===== src/rtl/sdcmd_pkg.sv =====
package sdcmd_pkg;

  typedef enum logic [2:0] {
    K_NONE = 3'd0,
    K_CKE  = 3'd1,
    K_PALL = 3'd2,
    K_REF  = 3'd3,
    K_LMR  = 3'd4
  } cmd_kind_e;

  typedef struct packed {
    logic ras_n;
    logic cas_n;
    logic we_n;
  } pin_pat_t;

  function automatic logic kind_known(input logic [2:0] k);
    return (k == K_CKE) || (k == K_PALL) || (k == K_REF) || (k == K_LMR);
  endfunction

  function automatic pin_pat_t pat_of(input logic [2:0] k);
    case (k)
      K_PALL:  return 3'b010;
      K_REF:   return 3'b001;
      K_LMR:   return 3'b000;
      default: return 3'b111;
    endcase
  endfunction

  // clocks of busy per issued command, counting the command clock itself
  function automatic int unsigned hold_of(input logic [2:0] k, input int unsigned t_cke,
                                          input int unsigned t_rp, input int unsigned t_rc,
                                          input int unsigned t_mrd);
    case (k)
      K_CKE:   return t_cke;
      K_PALL:  return t_rp;
      K_REF:   return t_rc;
      K_LMR:   return t_mrd;
      default: return 0;
    endcase
  endfunction

  function automatic int unsigned max4(input int unsigned a, input int unsigned b,
                                       input int unsigned c, input int unsigned d);
    int unsigned m;
    m = a;
    if (b > m) m = b;
    if (c > m) m = c;
    if (d > m) m = d;
    return m;
  endfunction

endpackage


===== src/rtl/sdcmd_decode.sv =====
module sdcmd_decode
  import sdcmd_pkg::*;
#(
  parameter int ADDR_W = 12,
  parameter int BANK_W = 2,
  parameter int REP_W  = 4,
  parameter int HOLD_W = 3,
  parameter int unsigned T_CKE = 1,
  parameter int unsigned T_RP  = 2,
  parameter int unsigned T_RC  = 7,
  parameter int unsigned T_MRD = 2,
  localparam int BANK_LSB = 3,
  localparam int REP_LSB  = BANK_LSB + BANK_W,
  localparam int MODE_LSB = REP_LSB + REP_W,
  localparam int WORD_W   = MODE_LSB + ADDR_W
) (
  input  logic [WORD_W-1:0] word,
  output logic              kind_ok,
  output logic              is_cke,
  output pin_pat_t          pat,
  output logic [BANK_W-1:0] bank,
  output logic [ADDR_W-1:0] addr,
  output logic [REP_W-1:0]  rep,
  output logic [HOLD_W-1:0] hold
);
  logic [2:0] kind;

  always_comb begin
    kind    = word[2:0];
    kind_ok = kind_known(kind);
    is_cke  = (kind == K_CKE);
    pat     = pat_of(kind);
    bank    = word[REP_LSB-1:BANK_LSB];
    rep     = (kind == K_REF) ? word[MODE_LSB-1:REP_LSB] : '0;
    hold    = HOLD_W'(hold_of(kind, T_CKE, T_RP, T_RC, T_MRD));
    addr    = '0;
    if (kind == K_LMR)  addr = word[WORD_W-1:MODE_LSB];
    if (kind == K_PALL) addr[10] = 1'b1;
  end
endmodule


===== src/rtl/sdcmd_timer.sv =====
module sdcmd_timer #(
  parameter int HOLD_W = 3,
  parameter int REP_W  = 4
) (
  input  logic              clk,
  input  logic              rst_n,
  input  logic              start,
  input  logic [HOLD_W-1:0] hold_len,
  input  logic [REP_W-1:0]  rep_in,
  output logic              busy,
  output logic              reissue
);
  logic [HOLD_W-1:0] cnt;
  logic [HOLD_W-1:0] hold_q;
  logic [REP_W-1:0]  rem;
  logic              span_end;

  assign span_end = busy && (cnt == '0);
  assign reissue  = span_end && (rem != '0);

  always_ff @(posedge clk) begin
    if (!rst_n) begin
      busy   <= 1'b0;
      cnt    <= '0;
      hold_q <= '0;
      rem    <= '0;
    end else if (start) begin
      busy   <= 1'b1;
      cnt    <= hold_len - HOLD_W'(1);
      hold_q <= hold_len;
      rem    <= rep_in;
    end else if (busy) begin
      if (cnt != '0) begin
        cnt <= cnt - HOLD_W'(1);
      end else if (rem != '0) begin
        rem <= rem - REP_W'(1);
        cnt <= hold_q - HOLD_W'(1);
      end else begin
        busy <= 1'b0;
      end
    end
  end

  AST_WAIT_HOLDS_BUSY: assert property (@(posedge clk) disable iff (!rst_n)
    (busy && cnt != '0) |=> busy);
  AST_START_ONLY_IDLE: assert property (@(posedge clk) disable iff (!rst_n)
    start |-> !busy);
  AST_REISSUE_KEEPS_BUSY: assert property (@(posedge clk) disable iff (!rst_n)
    reissue |=> busy);
endmodule


===== src/rtl/sdcmd_engine.sv =====
module sdcmd_engine
  import sdcmd_pkg::*;
#(
  parameter int ADDR_W = 12,
  parameter int BANK_W = 2,
  parameter int REP_W  = 4,
  parameter int unsigned T_CKE = 1,
  parameter int unsigned T_RP  = 2,
  parameter int unsigned T_RC  = 7,
  parameter int unsigned T_MRD = 2,
  localparam int WORD_W = 3 + BANK_W + REP_W + ADDR_W,
  localparam int HOLD_W = $clog2(max4(T_CKE, T_RP, T_RC, T_MRD) + 1)
) (
  input  logic              clk,
  input  logic              rst_n,
  input  logic              cmd_wr,
  input  logic [WORD_W-1:0] cmd_word,
  output logic              busy,
  output logic              err,
  output logic              sd_cke,
  output logic              sd_cs_n,
  output logic              sd_ras_n,
  output logic              sd_cas_n,
  output logic              sd_we_n,
  output logic [BANK_W-1:0] sd_ba,
  output logic [ADDR_W-1:0] sd_addr
);
  logic              kind_ok;
  logic              is_cke;
  pin_pat_t          pat_d;
  logic [BANK_W-1:0] bank_d;
  logic [ADDR_W-1:0] addr_d;
  logic [REP_W-1:0]  rep_d;
  logic [HOLD_W-1:0] hold_d;
  logic              accept;
  logic              reject;
  logic              reissue;

  sdcmd_decode #(
    .ADDR_W(ADDR_W), .BANK_W(BANK_W), .REP_W(REP_W), .HOLD_W(HOLD_W),
    .T_CKE(T_CKE), .T_RP(T_RP), .T_RC(T_RC), .T_MRD(T_MRD)
  ) u_dec (
    .word(cmd_word), .kind_ok(kind_ok), .is_cke(is_cke), .pat(pat_d),
    .bank(bank_d), .addr(addr_d), .rep(rep_d), .hold(hold_d)
  );

  assign accept = cmd_wr && !busy && kind_ok;
  assign reject = cmd_wr && busy;

  sdcmd_timer #(.HOLD_W(HOLD_W), .REP_W(REP_W)) u_tmr (
    .clk(clk), .rst_n(rst_n), .start(accept), .hold_len(hold_d),
    .rep_in(rep_d), .busy(busy), .reissue(reissue)
  );

  always_ff @(posedge clk) begin
    if (!rst_n) begin
      sd_cs_n  <= 1'b1;
      sd_ras_n <= 1'b1;
      sd_cas_n <= 1'b1;
      sd_we_n  <= 1'b1;
      sd_ba    <= '0;
      sd_addr  <= '0;
      sd_cke   <= 1'b0;
      err      <= 1'b0;
    end else begin
      sd_cs_n                       <= 1'b1;
      {sd_ras_n, sd_cas_n, sd_we_n} <= 3'b111;
      if (accept) begin
        sd_cs_n                       <= 1'b0;
        {sd_ras_n, sd_cas_n, sd_we_n} <= pat_d;
        sd_ba                         <= bank_d;
        sd_addr                       <= addr_d;
        if (is_cke) sd_cke <= 1'b1;
      end else if (reissue) begin
        sd_cs_n                       <= 1'b0;
        {sd_ras_n, sd_cas_n, sd_we_n} <= pat_of(K_REF);
      end
      if (reject) err <= 1'b1;
    end
  end

  AST_CMD_ONLY_BUSY: assert property (@(posedge clk) disable iff (!rst_n)
    !sd_cs_n |-> busy);
  AST_CKE_STAYS: assert property (@(posedge clk) disable iff (!rst_n)
    sd_cke |=> sd_cke);
  AST_PALL_A10: assert property (@(posedge clk) disable iff (!rst_n)
    (!sd_cs_n && !sd_ras_n && sd_cas_n && !sd_we_n) |-> sd_addr[10]);
  AST_REJECT_FLAGS: assert property (@(posedge clk) disable iff (!rst_n)
    (cmd_wr && busy) |=> err);
  AST_ERR_STICKY: assert property (@(posedge clk) disable iff (!rst_n)
    err |=> err);
  AST_UNKNOWN_IDLE: assert property (@(posedge clk) disable iff (!rst_n)
    (cmd_wr && !busy && !kind_ok) |=> (!busy && sd_cs_n));
endmodule


===== config.mk =====
export PLATFORM = sky130hd
export DESIGN_NAME = sdcmd_engine
export DESIGN_NICKNAME = d
export VERILOG_FILES = /design/src/rtl/sdcmd_pkg.sv /design/src/rtl/sdcmd_decode.sv /design/src/rtl/sdcmd_timer.sv /design/src/rtl/sdcmd_engine.sv
export SDC_FILE = /design/constraint.sdc
export NUM_CORES = 1
export LEC_CHECK = 0
export BUFFER_PORTS_ARGS = -buffer_cell sky130_fd_sc_hd__buf_2
export CORE_MARGIN = 4
export CORE_UTILIZATION = 40
export CTS_BUF_LIST = sky130_fd_sc_hd__clkbuf_8
export DETAILED_ROUTE_END_ITERATION = 16
export HOLD_SLACK_MARGIN = 0.02
export PLACE_DENSITY = 0.74
export SETUP_SLACK_MARGIN = 0.15
export SKIP_LAST_GASP = 1
export SYNTH_ARGS = -nofsm -noshare
export SYNTH_HDL_FRONTEND = slang
export SYNTH_SLANG_ARGS = --single-unit

===== constraint.sdc =====
create_clock -name clk -period 2.2 [get_ports clk]
set_input_delay 0.44 -clock clk [delete_from_list [all_inputs] [get_ports clk]]
set_output_delay 0.44 -clock clk [all_outputs]
set_load 0.02 [all_outputs]

==> metrics.yaml <==
status: "complete, no violations"
leakage_power_of_the_design_nw: 0.7858
worstHoldPathType: "in2reg"
worst_endpoint_data_arrival_time_ns: 1.99
synth.largest_area_cell: "sky130_fd_sc_hd__dfxtp_1"
post_drt_wl_per_cell_um: 13.20
syn_area_um2: 1435
critPathKind: "reg2reg"
slew_viol_final: 0
timing.clock.skew_ns: 0.001928
global_route.overflow_total: 0
grt_pass1_wl_um: 5313
synth_enable_flop_cells: 0
slew_headroom: 0.6659
floorplan.core_area_um2: 3390
final_util: 0.5386
drt_pass1_iterations: 4
antenna_cells: 0
critical_path.slowest_cell: "sky130_fd_sc_hd__dfxtp_1"
worstSetupStartpointType: "flop"
worst_ep_required_time_ns: 2.36
clock_tree.root_cell: "sky130_fd_sc_hd__clkbuf_8"
yosysUniqueCellTypes: 46
ys.flop_type: "sky130_fd_sc_hd__dfxtp_1"
cts_hold_repair.buffers: 0
detail_route.drc_violations: 0
worstSetupEndpointType: "flop"
final_layout_size_suffix_gt1_frac: 0.3596
port_buffers: 44
critPathMaxStageDelay_ns: 0.36
start_util: 0.4234
post_synth_main_area_contributors: "sky130_fd_sc_hd__dfxtp_1 43%, sky130_fd_sc_hd__nor2_1 5.0%, sky130_fd_sc_hd__a22oi_1 4.7%"
initial_antenna_violation_count: 0
clk_pin_slew_ns: 0.07
tightestPinTransition_ns: 0.4967
cts-buffers-inserted: 5
post_cts_resized: 0
first_iter_violations: 62
finalSetupViolCount: 0
drt_wl_total_um: 3286
placement_rows: 21
drtAntennaViolNets: 0
tns_ns: 0
vias_per_cell: 5.044
r2r_setup_slack_ns: 0.37
yosysMostFrequentCell: "sky130_fd_sc_hd__dfxtp_1"
first_global_vias: 1211
final.min_clock_period_ns: 1.830
tritoncts: "yes"
nNetsFinal: 229
postCtsSetupRepairBufs: 0
design.portCount: 45
fin_crit_sh: 0.8318
synth_fp_nets: 181
dpl.hpwl_um: 2398
vdd_ir_drop_max_mv: 0.3424
fp.dieW_um: 67.90
floorplan.die_area_um2: 4610
htree_levels: 2
critical_path.cell_chain: "nor3_1 > a21oi_1 > o21ai_0 > inv_1 > ha_1 > and2_1 > o2111ai_1 > o221ai_1"
die_h_um: 67.90
clock_tree.buffer_depth: 2
worst_slack_ns: 0.3700
netlist_top_cells_count: "31 x sky130_fd_sc_hd__dfxtp_1, 19 x sky130_fd_sc_hd__nor2_1, 10 x sky130_fd_sc_hd__a21oi_1, 9 x sky130_fd_sc_hd__a22oi_1, 9 x sky130_fd_sc_hd__nand2_1"
clkSinkCount: 31
grt_max_degree: 19
synthesis.area_per_instance_um2: 9.319
finalHoldViolations: 0
synth.yosys.seq_area_share: 0.4324
netlist.area_leader.share: 0.4324
max_freq_mhz: 546.4
worstSkewPairLatency_ns: 0.28
areaGrowthSynthToFinish_pct: 27.20
maxCapViolations: 0
global_route.usage.total: 0.1534
critPathMaxFanout: 6
ys_warn_count: 0
ys_seq_elements: 31
power_mw: 1.510
number_of_standard_cells_after_synthesis: 154
setup_ws_pre_cts_ns: 0.1112
routabilityCongestion: 0.8414
vias: 1256
setup_repair_after_global_routing_missed_its_margin: "no"
p_per_area_nw_per_um2: 827.3
asyncSetResetFlopFracSynth: 0
[flip-flops by register name, indices dropped and copies added (netlist names)]
register / flops
sd_we_n: 1
sd_cke: 1
u_tmr.cnt: 3
sd_cs_n: 1
sd_addr: 12
sd_ba: 2
u_tmr.rem: 4
sd_ras_n: 1
sd_cas_n: 1
u_tmr.hold_q: 3
err: 1
u_tmr.busy: 1
[logic make-up (layout without fill, tap and decap cells)]
family,Yosys count,in the layout,share of synthesized area
flops,31,31,0.4324
buf+inv,15,64,0.05492
xor+xnor,3,3,0.01831
compound gates,45,45,0.2494
simple gates,57,57,0.2188
fa+ha+maj,3,3,0.02616
[path summary, 6_finish.rpt]
| path | start | depth (start not counted) | endpoint |
|---|---|---|---|
| max | u_tmr.cnt[0] | 8 | u_tmr.cnt[2] |
| min | cmd_word[20] | 3 | sd_addr[11] |
| max reg2reg | u_tmr.cnt[0] | 8 | u_tmr.cnt[2] |
| min reg2reg | sd_ba[0] | 2 | sd_ba[0] |
[critical path: cells and delay by family (launching register included)]
| family | cells | cell delay [ns] |
|---|---|---|
| AO/OA/AOI/OAI | 4 | 0.59 |
| adder cells (fa/ha/maj) | 1 | 0.21 |
| buffers and inverters | 1 | 0.08 |
| flip-flops | 1 | 0.36 |
| AND/OR/NAND/NOR | 2 | 0.48 |
[stage by stage]
| step | hold slack (ns) | area (µm²) | instances |
|---|---|---|---|
| floorplan | 0.4476 | 1439 | 154 |
| global route | 0.4037 | 1826 | 249 |
| global placement | 0.4418 | 1708 | 241 |
| detailed placement | 0.4491 | 1708 | 241 |
| CTS | 0.3774 | 1826 | 249 |
| finish | 0.3880 | 1826 | 249 |
[where the power goes]
part / total (mW) / internal [mW] / leakage (nW) / switching, mW
Sequential: 0.636 / 0.600 / 0.253 / 0.0354
Clock: 0.581 / 0.366 / 0.0612 / 0.215
Combinational: 0.294 / 0.132 / 0.472 / 0.161
[layer usage]
layer / track usage / up-vias / part of all wire
met5: 0 / - / 0
met1: 0.1944 / 569 / 0.47
met3: 0.03120 / 7 / 0.043
met2: 0.2333 / 30 / 0.46
li1: - / 650 / -
met4: 0.1042 / 0 / 0.026
[placed cells by master (no fill, tap or decap), types with 2 or more instances in the layout]
cell | netlist | layout
sky130_fd_sc_hd__a211oi_1 | 3 | 3
sky130_fd_sc_hd__clkbuf_8 | 0 | 6
sky130_fd_sc_hd__and2_1 | 4 | 4
sky130_fd_sc_hd__a22oi_1 | 9 | 9
sky130_fd_sc_hd__nand2_1 | 9 | 9
sky130_fd_sc_hd__o21ai_0 | 5 | 5
sky130_fd_sc_hd__inv_1 | 6 | 6
sky130_fd_sc_hd__buf_4 | 1 | 6
sky130_fd_sc_hd__a21oi_1 | 10 | 10
sky130_fd_sc_hd__a22oi_2 | 4 | 4
sky130_fd_sc_hd__a21o_1 | 2 | 2
sky130_fd_sc_hd__xnor2_1 | 2 | 2
sky130_fd_sc_hd__ha_1 | 3 | 3
sky130_fd_sc_hd__dfxtp_1 | 31 | 31
sky130_fd_sc_hd__buf_2 | 3 | 44
sky130_fd_sc_hd__or2_1 | 2 | 2
sky130_fd_sc_hd__nor2_1 | 19 | 19
sky130_fd_sc_hd__nand3_1 | 2 | 2
sky130_fd_sc_hd__nor3_1 | 7 | 7
sky130_fd_sc_hd__nor3b_1 | 2 | 2
[layout make-up]
type / count / area, µm²
fillers: 324 / 1564
multi-input cells: 108 / 742.0
flip-flops and latches: 31 / 620.6
repair buffers: 50 / 265.3
clock buffers: 6 / 82.58
well taps: 46 / 57.56
clock inverters: 2 / 35.03
inverters: 6 / 22.52
Power figures use the tool's default switching activity.
